## config.mk

```make
export PLATFORM = sky130hd
export DESIGN_NAME = aux_mch_tx
export DESIGN_NICKNAME = d
export VERILOG_FILES = /design/src/rtl/aux_tx_pkg.sv /design/src/rtl/aux_half_tick.sv /design/src/rtl/aux_frame_seq.sv /design/src/rtl/aux_mch_tx.sv
export SDC_FILE = /design/constraint.sdc
export NUM_CORES = 1
export LEC_CHECK = 0
export BUFFER_PORTS_ARGS = -buffer_cell sky130_fd_sc_hd__buf_2
export CORE_MARGIN = 4
export CORE_UTILIZATION = 25
export CTS_BUF_LIST = sky130_fd_sc_hd__clkbuf_2
export DETAILED_ROUTE_END_ITERATION = 8
export PLACE_DENSITY = 0.55
export RECOVER_POWER = 100
export SLEW_MARGIN = 40
export SYNTH_ARGS = -nofsm -noshare
export SYNTH_HDL_FRONTEND = slang
export SYNTH_HIERARCHICAL = 1
export SYNTH_SLANG_ARGS = --single-unit
```

## constraint.sdc

```tcl
create_clock -name clk -period 2.38 [get_ports clk]
set_input_delay 0.119 -clock clk [delete_from_list [all_inputs] [get_ports clk]]
set_output_delay 0.119 -clock clk [all_outputs]
set_load 0.01 [all_outputs]
```

## src/rtl/aux_tx_pkg.sv

```systemverilog
package aux_tx_pkg;

    localparam int CMD_W    = 4;
    localparam int ADDR_W   = 20;
    localparam int LEN_W    = 8;
    localparam int PRE_W    = 6;
    localparam int HDR_W    = CMD_W + ADDR_W + LEN_W;
    localparam int PRE_MIN  = 16;
    localparam int PRE_MAX  = 32;

    typedef enum logic [2:0] {
        PH_IDLE,
        PH_PRE,
        PH_SYNC,
        PH_BODY,
        PH_STOP,
        PH_DONE
    } phase_e;

    typedef struct packed {
        logic [CMD_W-1:0]  cmd;
        logic [ADDR_W-1:0] addr;
        logic [LEN_W-1:0]  len;
    } hdr_t;

    // Native write (1000) or I2C-style write (x00 with bit 3 clear).
    function automatic logic cmd_has_payload(input logic [CMD_W-1:0] c);
        if (c[3]) return (c[2:0] == 3'b000);
        else      return (c[1:0] == 2'b00);
    endfunction

    function automatic logic [PRE_W-1:0] pre_clamp(input logic [PRE_W-1:0] p);
        if (int'(p) < PRE_MIN)      return PRE_W'(PRE_MIN);
        else if (int'(p) > PRE_MAX) return PRE_W'(PRE_MAX);
        else                        return p;
    endfunction

endpackage

```

## src/rtl/aux_half_tick.sv

```systemverilog
module aux_half_tick #(
    parameter int DIV = 25
) (
    input  logic clk,
    input  logic rst,
    input  logic run_i,
    output logic tick_o
);
    localparam int CW = (DIV > 1) ? $clog2(DIV) : 1;

    logic [CW-1:0] cnt_q;

    assign tick_o = run_i && (cnt_q == CW'(DIV - 1));

    always_ff @(posedge clk) begin
        if (rst || !run_i) cnt_q <= '0;
        else if (tick_o)   cnt_q <= '0;
        else               cnt_q <= cnt_q + 1'b1;
    end

    generate
        if (DIV > 1) begin : g_spacing
            AST_TICK_SPACING: assert property (@(posedge clk) disable iff (rst)
                tick_o |=> !tick_o);
        end
    endgenerate

endmodule

```

## src/rtl/aux_frame_seq.sv

```systemverilog
module aux_frame_seq
    import aux_tx_pkg::*;
#(
    parameter int BODY_W = 160,
    parameter int CNT_W  = 8
) (
    input  logic              clk,
    input  logic              rst,
    input  logic              start_i,
    input  logic [BODY_W-1:0] body_i,
    input  logic [CNT_W-1:0]  body_bits_i,
    input  logic [PRE_W-1:0]  pre_i,
    input  logic              tick_i,
    output logic              run_o,
    output logic              level_o,
    output logic              oe_o,
    output logic              done_o
);
    localparam int REM_W = (CNT_W > PRE_W) ? CNT_W : PRE_W;

    phase_e            ph_q;
    logic [1:0]        sub_q;
    logic [REM_W-1:0]  rem_q;
    logic [REM_W-1:0]  body_rem_q;
    logic [BODY_W-1:0] sh_q;

    always_ff @(posedge clk) begin
        if (rst) begin
            ph_q       <= PH_IDLE;
            sub_q      <= '0;
            rem_q      <= '0;
            body_rem_q <= '0;
            sh_q       <= '0;
        end else begin
            case (ph_q)
                PH_IDLE: begin
                    if (start_i) begin
                        ph_q       <= PH_PRE;
                        sub_q      <= '0;
                        rem_q      <= REM_W'(pre_clamp(pre_i)) - 1'b1;
                        body_rem_q <= REM_W'(body_bits_i) - 1'b1;
                        sh_q       <= body_i;
                    end
                end
                PH_PRE: begin
                    if (tick_i) begin
                        if (!sub_q[0]) begin
                            sub_q <= 2'd1;
                        end else begin
                            sub_q <= '0;
                            if (rem_q == '0) ph_q <= PH_SYNC;
                            else             rem_q <= rem_q - 1'b1;
                        end
                    end
                end
                PH_SYNC: begin
                    if (tick_i) begin
                        if (sub_q == 2'd3) begin
                            ph_q  <= PH_BODY;
                            sub_q <= '0;
                            rem_q <= body_rem_q;
                        end else begin
                            sub_q <= sub_q + 1'b1;
                        end
                    end
                end
                PH_BODY: begin
                    if (tick_i) begin
                        if (!sub_q[0]) begin
                            sub_q <= 2'd1;
                        end else begin
                            sub_q <= '0;
                            sh_q  <= {sh_q[BODY_W-2:0], 1'b0};
                            if (rem_q == '0) ph_q <= PH_STOP;
                            else             rem_q <= rem_q - 1'b1;
                        end
                    end
                end
                PH_STOP: begin
                    if (tick_i) begin
                        if (sub_q == 2'd3) begin
                            ph_q  <= PH_DONE;
                            sub_q <= '0;
                        end else begin
                            sub_q <= sub_q + 1'b1;
                        end
                    end
                end
                default: ph_q <= PH_IDLE;
            endcase
        end
    end

    always_comb begin
        level_o = 1'b0;
        case (ph_q)
            PH_PRE:  level_o = sub_q[0];
            PH_SYNC,
            PH_STOP: level_o = !sub_q[1];
            PH_BODY: level_o = sub_q[0] ? !sh_q[BODY_W-1] : sh_q[BODY_W-1];
            default: level_o = 1'b0;
        endcase
    end

    assign oe_o   = (ph_q == PH_PRE) || (ph_q == PH_SYNC) ||
                    (ph_q == PH_BODY) || (ph_q == PH_STOP);
    assign run_o  = oe_o;
    assign done_o = (ph_q == PH_DONE);

    AST_BUSY_IGNORES_REQ: assert property (@(posedge clk) disable iff (rst)
        (ph_q != PH_IDLE && start_i) |=> $stable(body_rem_q));
    AST_DONE_SINGLE: assert property (@(posedge clk) disable iff (rst)
        done_o |=> !done_o);
    AST_DONE_AFTER_OE: assert property (@(posedge clk) disable iff (rst)
        done_o |-> (!oe_o && $past(oe_o)));
    AST_STOP_TO_DONE: assert property (@(posedge clk) disable iff (rst)
        (ph_q == PH_STOP && sub_q == 2'd3 && tick_i) |=> done_o);

endmodule

```

## src/rtl/aux_mch_tx.sv

```systemverilog
module aux_mch_tx
    import aux_tx_pkg::*;
#(
    parameter int HALF_DIV  = 25,
    parameter int MAX_BYTES = 16
) (
    input  logic                   clk,
    input  logic                   rst,
    input  logic                   req_i,
    input  logic [3:0]             cmd_i,
    input  logic [19:0]            addr_i,
    input  logic [7:0]             len_i,
    input  logic [5:0]             pre_len_i,
    input  logic [8*MAX_BYTES-1:0] data_i,
    output logic                   line_o,
    output logic                   oe_o,
    output logic                   done_o
);
    localparam int PAY_W  = 8 * MAX_BYTES;
    localparam int BODY_W = HDR_W + PAY_W;
    localparam int CNT_W  = $clog2(BODY_W + 1);

    hdr_t              hdr;
    logic [PAY_W-1:0]  pay_ord;
    logic [BODY_W-1:0] body;
    logic [CNT_W-1:0]  body_bits;
    logic              half_tick;
    logic              run;
    int                nbytes;
    int                nbits;

    assign hdr.cmd  = cmd_i;
    assign hdr.addr = addr_i;
    assign hdr.len  = len_i;

    // Byte 0 of the payload port goes to the top of the shift image.
    generate
        for (genvar k = 0; k < MAX_BYTES; k++) begin : g_order
            assign pay_ord[PAY_W-1-8*k -: 8] = data_i[8*k +: 8];
        end
    endgenerate

    assign body = {hdr, pay_ord};

    always_comb begin
        nbytes = (int'(len_i) >= MAX_BYTES) ? MAX_BYTES : int'(len_i) + 1;
        nbits  = HDR_W + (cmd_has_payload(cmd_i) ? 8 * nbytes : 0);
    end
    assign body_bits = CNT_W'(nbits);

    aux_half_tick #(.DIV(HALF_DIV)) u_tick (
        .clk    (clk),
        .rst    (rst),
        .run_i  (run),
        .tick_o (half_tick)
    );

    aux_frame_seq #(.BODY_W(BODY_W), .CNT_W(CNT_W)) u_seq (
        .clk         (clk),
        .rst         (rst),
        .start_i     (req_i),
        .body_i      (body),
        .body_bits_i (body_bits),
        .pre_i       (pre_len_i),
        .tick_i      (half_tick),
        .run_o       (run),
        .level_o     (line_o),
        .oe_o        (oe_o),
        .done_o      (done_o)
    );

    AST_IDLE_NEUTRAL: assert property (@(posedge clk) disable iff (rst)
        !oe_o |-> !line_o);
    AST_HALF_STABLE: assert property (@(posedge clk) disable iff (rst)
        (oe_o && $past(oe_o) && !$past(half_tick)) |-> $stable(line_o));
    AST_RESET_QUIET: assert property (@(posedge clk)
        $past(rst) |-> (!oe_o && !done_o));

endmodule

```

==> summary.md <==
| Metric | Value |
|---|---|
| Cell count after synthesis | 941 |
| Die W | about 200 um |
| Netlist area before placement | approximately 8800 sq um |
| Max-capacitance violation count | 0 |
| CTS tree | yes |
| Start-to-end type of the worst setup path | reg -> reg |
| DR vias | between 7000 and 8000 |
| Proportion of power drawn by the clock network | 16.7% |
| Register-to-register setup slack | 0.15 ns |
| Register area share after synthesis | 42.2% |
| Post-synthesis share of cell area spent on full adders, half adders and majority gates | 1.42% |
| Multiplexer fraction of the synthesized cell area | a little under a fifth |
| Normalized max-slew margin | 55.6% |
| Xor/xnor share of the synthesized area | under 10% |
| Core area | around 35000 sq um |
| Via density per instance | 4.47 |
| Half-perimeter wire length after detailed placement | 15.4 mm |
| Yosys top cell area share | 42.2% |
| Switching Fraction | a little under two fifths |
| Initial cell density of the core | 25.4% |
| Count of cells along the worst register-to-register path | 9 |
| Grt ovf | 0 |
| Pin slew with the least headroom to its limit | 0.666 ns |
| Iteration count of the initial detailed-routing pass | 4 |
| Design Area, Final | 12400 sq um |
| Slew Limit Fails | 0 |
| Num CTS Buffers | 17 |
| Clock tree root driver cell | sky130_fd_sc_hd__clkbuf_2 |
| Compound-cell area share of the yosys netlist | 17.9% |
| FF+latch count, synth | 186 |
| CP endpoint kind | flip-flop |
| Global-route total usage across every layer | between 10% and 20% |
| Net switching component of the power | 3.99 mW |
| Worst flop-to-flop path endpoint | u_seq/rem_q[5] |
| Clock slew at the register clock pins of the worst setup and hold paths | 0.29 ns |
| Number of H-tree levels | 4 |
| Library cell occupying the most area in the post-synthesis netlist | sky130_fd_sc_hd__dfxtp_1 |
| Avg WL per Cell | between 10 and 15 um |
| Placer congestion estimate | 0.797 |
| Number of buffers on the longest clock path | 2 |
| Hold Fails Final Rpt | 0 |
| Vias in the first global route | 7947 |
| Worst skew pair latency | 0.83 ns |
| Number of design rule violations left after detail routing | 0 |
| Status | completed |
| Nets@finish | approximately 1400 |
| Max frequency | around 0.45 GHz |
| Antenna Violating Nets Remaining | 0 |
| Startpoint of the most critical setup path | u_seq/ph_q[2] |
| Hold WC Path Type | in -> reg |
| Worst voltage drop across the vdd grid | 0.335 mV |
| IO Pins | 172 |
| Initial antenna violation count | 3 |
| Pwr per Cell Area | 856 nW/um^2 |
| Dominant combinational cell family by area after synthesis | multiplexers |
| Worst setup path end | u_seq/rem_q[5] |
| Num rows | 68 |
| Worst R2R Start | u_seq/ph_q[2] |
| Wire length of the first global-routing pass | 39.9 mm |
| Placed cell area | 10200 sq um |
| Fin crit period | 2.23 ns |
| Crit Path Max Fanout | 14 |
| Number of DRC markers after the initial detailed-route iteration | 271 |
| Portion of total power attributed to combinational logic | 38.8% |
| Area Growth Syn to Fin | 40.0% |
| Final setup violation count | 0 |
| Data arrival, critical path | slightly below 3 ns |
| Required @ worst endpoint | 3.12 ns |
| Number of port buffers | 171 |
| Clock net sink count | 186 |
| Internal power of the cells | 6.59 mW |
| Layout cell share with drive strength beyond 1 | about a fifth |
| Synthesized area per cell | roughly 9.4 sq um |
| Fillers | between 3000 and 4000 |
| Die height | 196 um |
| Top cells by area in the synthesized netlist | sky130_fd_sc_hd__dfxtp_1, sky130_fd_sc_hd__mux2i_1, sky130_fd_sc_hd__a211oi_1, sky130_fd_sc_hd__nor2_1, sky130_fd_sc_hd__buf_2 |
| YS warnings | 6 |
| Die area | roughly 38000 sq um |
| Pin count of the biggest net entering global routing | 86 |
| Number of library cell types mapped by synthesis | 57 |
| Fin Hold WS | 0.162 ns |
| Ratio of final minimum period to clock period | 93.7% |
| Simple-gate share of the synthesized area | 13.3% |
| Category of the worst setup path launch point | flip-flop |
| Final wirelength | 24.1 mm |
| Fraction of power consumed by sequential logic | approximately 45% |
| Setup repair after global routing missed its margin | no |
| Final clock skew | 0.0570 ns |
| Standby leakage power | 5.91 nW |
-- sequential cells by signal, indices dropped and copies added (netlist names) --
name              flops
u_tick/cnt_q          5
u_seq/body_rem_q      8
u_seq/sh_q          160
u_seq/sub_q           2
u_seq/ph_q            3
u_seq/rem_q           8
-- cell families after synthesis --
logic type      after synthesis
fa+ha+maj                    10
flops                       186
mux                         164
simple gates                256
xor+xnor                     17
other cells                   1
compound gates              212
buf+inv                      95
-- metal layers --
metal  wire length, um  up-vias  global-route usage [%]
met1             11400     3555                    16.1
met3               844       37                    2.90
met2             11400      120                    20.8
met4               499        2                    4.37
li1                  -     4058                       -
met5                 7        -                       0
-- area by class of cell --
class                   instances  area, sq um  share of cell area, %
diodes                          2         5.00                 0.0405
clock buffers                  19         95.1                  0.769
clock inverters                13          165                   1.34
inverters                      12         45.0                  0.364
multi-input cells             667         4720                   38.2
flip-flops and latches        186         3730                   30.2
well taps                     455          569                   4.61
repair buffers                385         3030                   24.5
-- cells in the mapped netlist (all sizes together) --
library cell	instances
dfxtp	186
a311o	1
o32ai	1
o21a	1
o21ai	8
nand2	12
nor4b	2
or3b	1
a221oi	2
a21oi	14
a211o	1
or4	1
nor3	10
o22a	2
inv	12
conb	1
ha	10
nor2b	9
buf	46
a31o	1
a2bb2oi	1
o22ai	2
o31ai	1
o211ai	1
nor2	188
nand3b	1
mux2i	164
xnor2	8
a21boi	1
clkbuf	37
and2	1
a32oi	1
nor4	4
a211oi	170
and3	1
and4b	1
nand2b	11
a22oi	2
xor2	9
nor3b	1
nand3	8
a21o	2
nand4b	2
or2	3
-- repair_timing --
action	4_1_cts	5_1_grt
setup buffers	0	3
hold buffers	186	1
setup endpoints to repair	1	6
hold endpoints to repair	186	1
resized for setup	1	3
-- power by group through the flow --
stage	registers [mW]	logic (mW)	clock network (mW)
3_5_place_dp	4.78	3.92	0
2_1_floorplan	4.58	3.17	0
3_3_place_gp	4.76	3.83	0
5_1_grt	4.85	4.63	2.02
6_report	4.71	4.11	1.77
4_1_cts	4.71	4.19	1.90
-- worst max-delay path, stage by stage (launching register included) --
cell	delay, ns
sky130_fd_sc_hd__dfxtp_4	0.43
sky130_fd_sc_hd__nand2b_1	0.16
sky130_fd_sc_hd__a21o_1	0.18
sky130_fd_sc_hd__nand2_2	0.08
sky130_fd_sc_hd__and2_4	0.19
sky130_fd_sc_hd__a21boi_1	0.07
sky130_fd_sc_hd__a311o_1	0.36
sky130_fd_sc_hd__a21o_4	0.26
sky130_fd_sc_hd__or2_2	0.30
sky130_fd_sc_hd__a21oi_1	0.13
-- layout by cell type, fill, tap and decap left out, drive strengths merged, types with 4 or more instances in the layout --
cell type / Yosys / routed
o21ai: 8 / 8
nor2b: 9 / 9
nand2: 12 / 12
nor2: 188 / 188
nand2b: 11 / 11
mux2i: 164 / 164
nand3: 8 / 8
dlygate4sd3: 0 / 187
buf: 46 / 191
a21oi: 14 / 14
nor4: 4 / 4
xnor2: 8 / 8
nor3: 10 / 10
ha: 10 / 10
clkinvlp: 0 / 4
inv: 12 / 15
dfxtp: 186 / 186
conb: 1 / 8
xor2: 9 / 9
clkbuf: 37 / 26
a211oi: 170 / 170
-- stage by stage --
stage	std cells	setup WS, ns	power (mW)	utilization (%)	setup TNS [ns]
2_1_floorplan	948	-0.0130	7.75	-	-0.0146
3_3_place_gp	1515	0.149	8.59	29.5	0
3_5_place_dp	1515	0.104	8.70	29.5	0
4_1_cts	1733	0.0324	10.8	35.6	0
5_1_grt	1739	0.00658	11.5	35.6	0
6_report	1739	0.150	10.6	35.6	0
-- worst min path at each step --
| stage | startpoint | end | slack (ns) | cells after the start |
|---|---|---|---|---|
| floorplan | data_i[120] | u_seq/sh_q[0] | 0.26 | 2 |
| global placement | data_i[120] | u_seq/sh_q[0] | 0.40 | 3 |
| detailed placement | data_i[120] | u_seq/sh_q[0] | 0.40 | 3 |
| CTS | data_i[103] | u_seq/sh_q[31] | 0.0004 | 4 |
| global route | data_i[83] | u_seq/sh_q[43] | 0.02 | 4 |
| finish | data_i[112] | u_seq/sh_q[8] | 0.16 | 4 |
No activity file was read; power rests on OpenSTA's default activity.
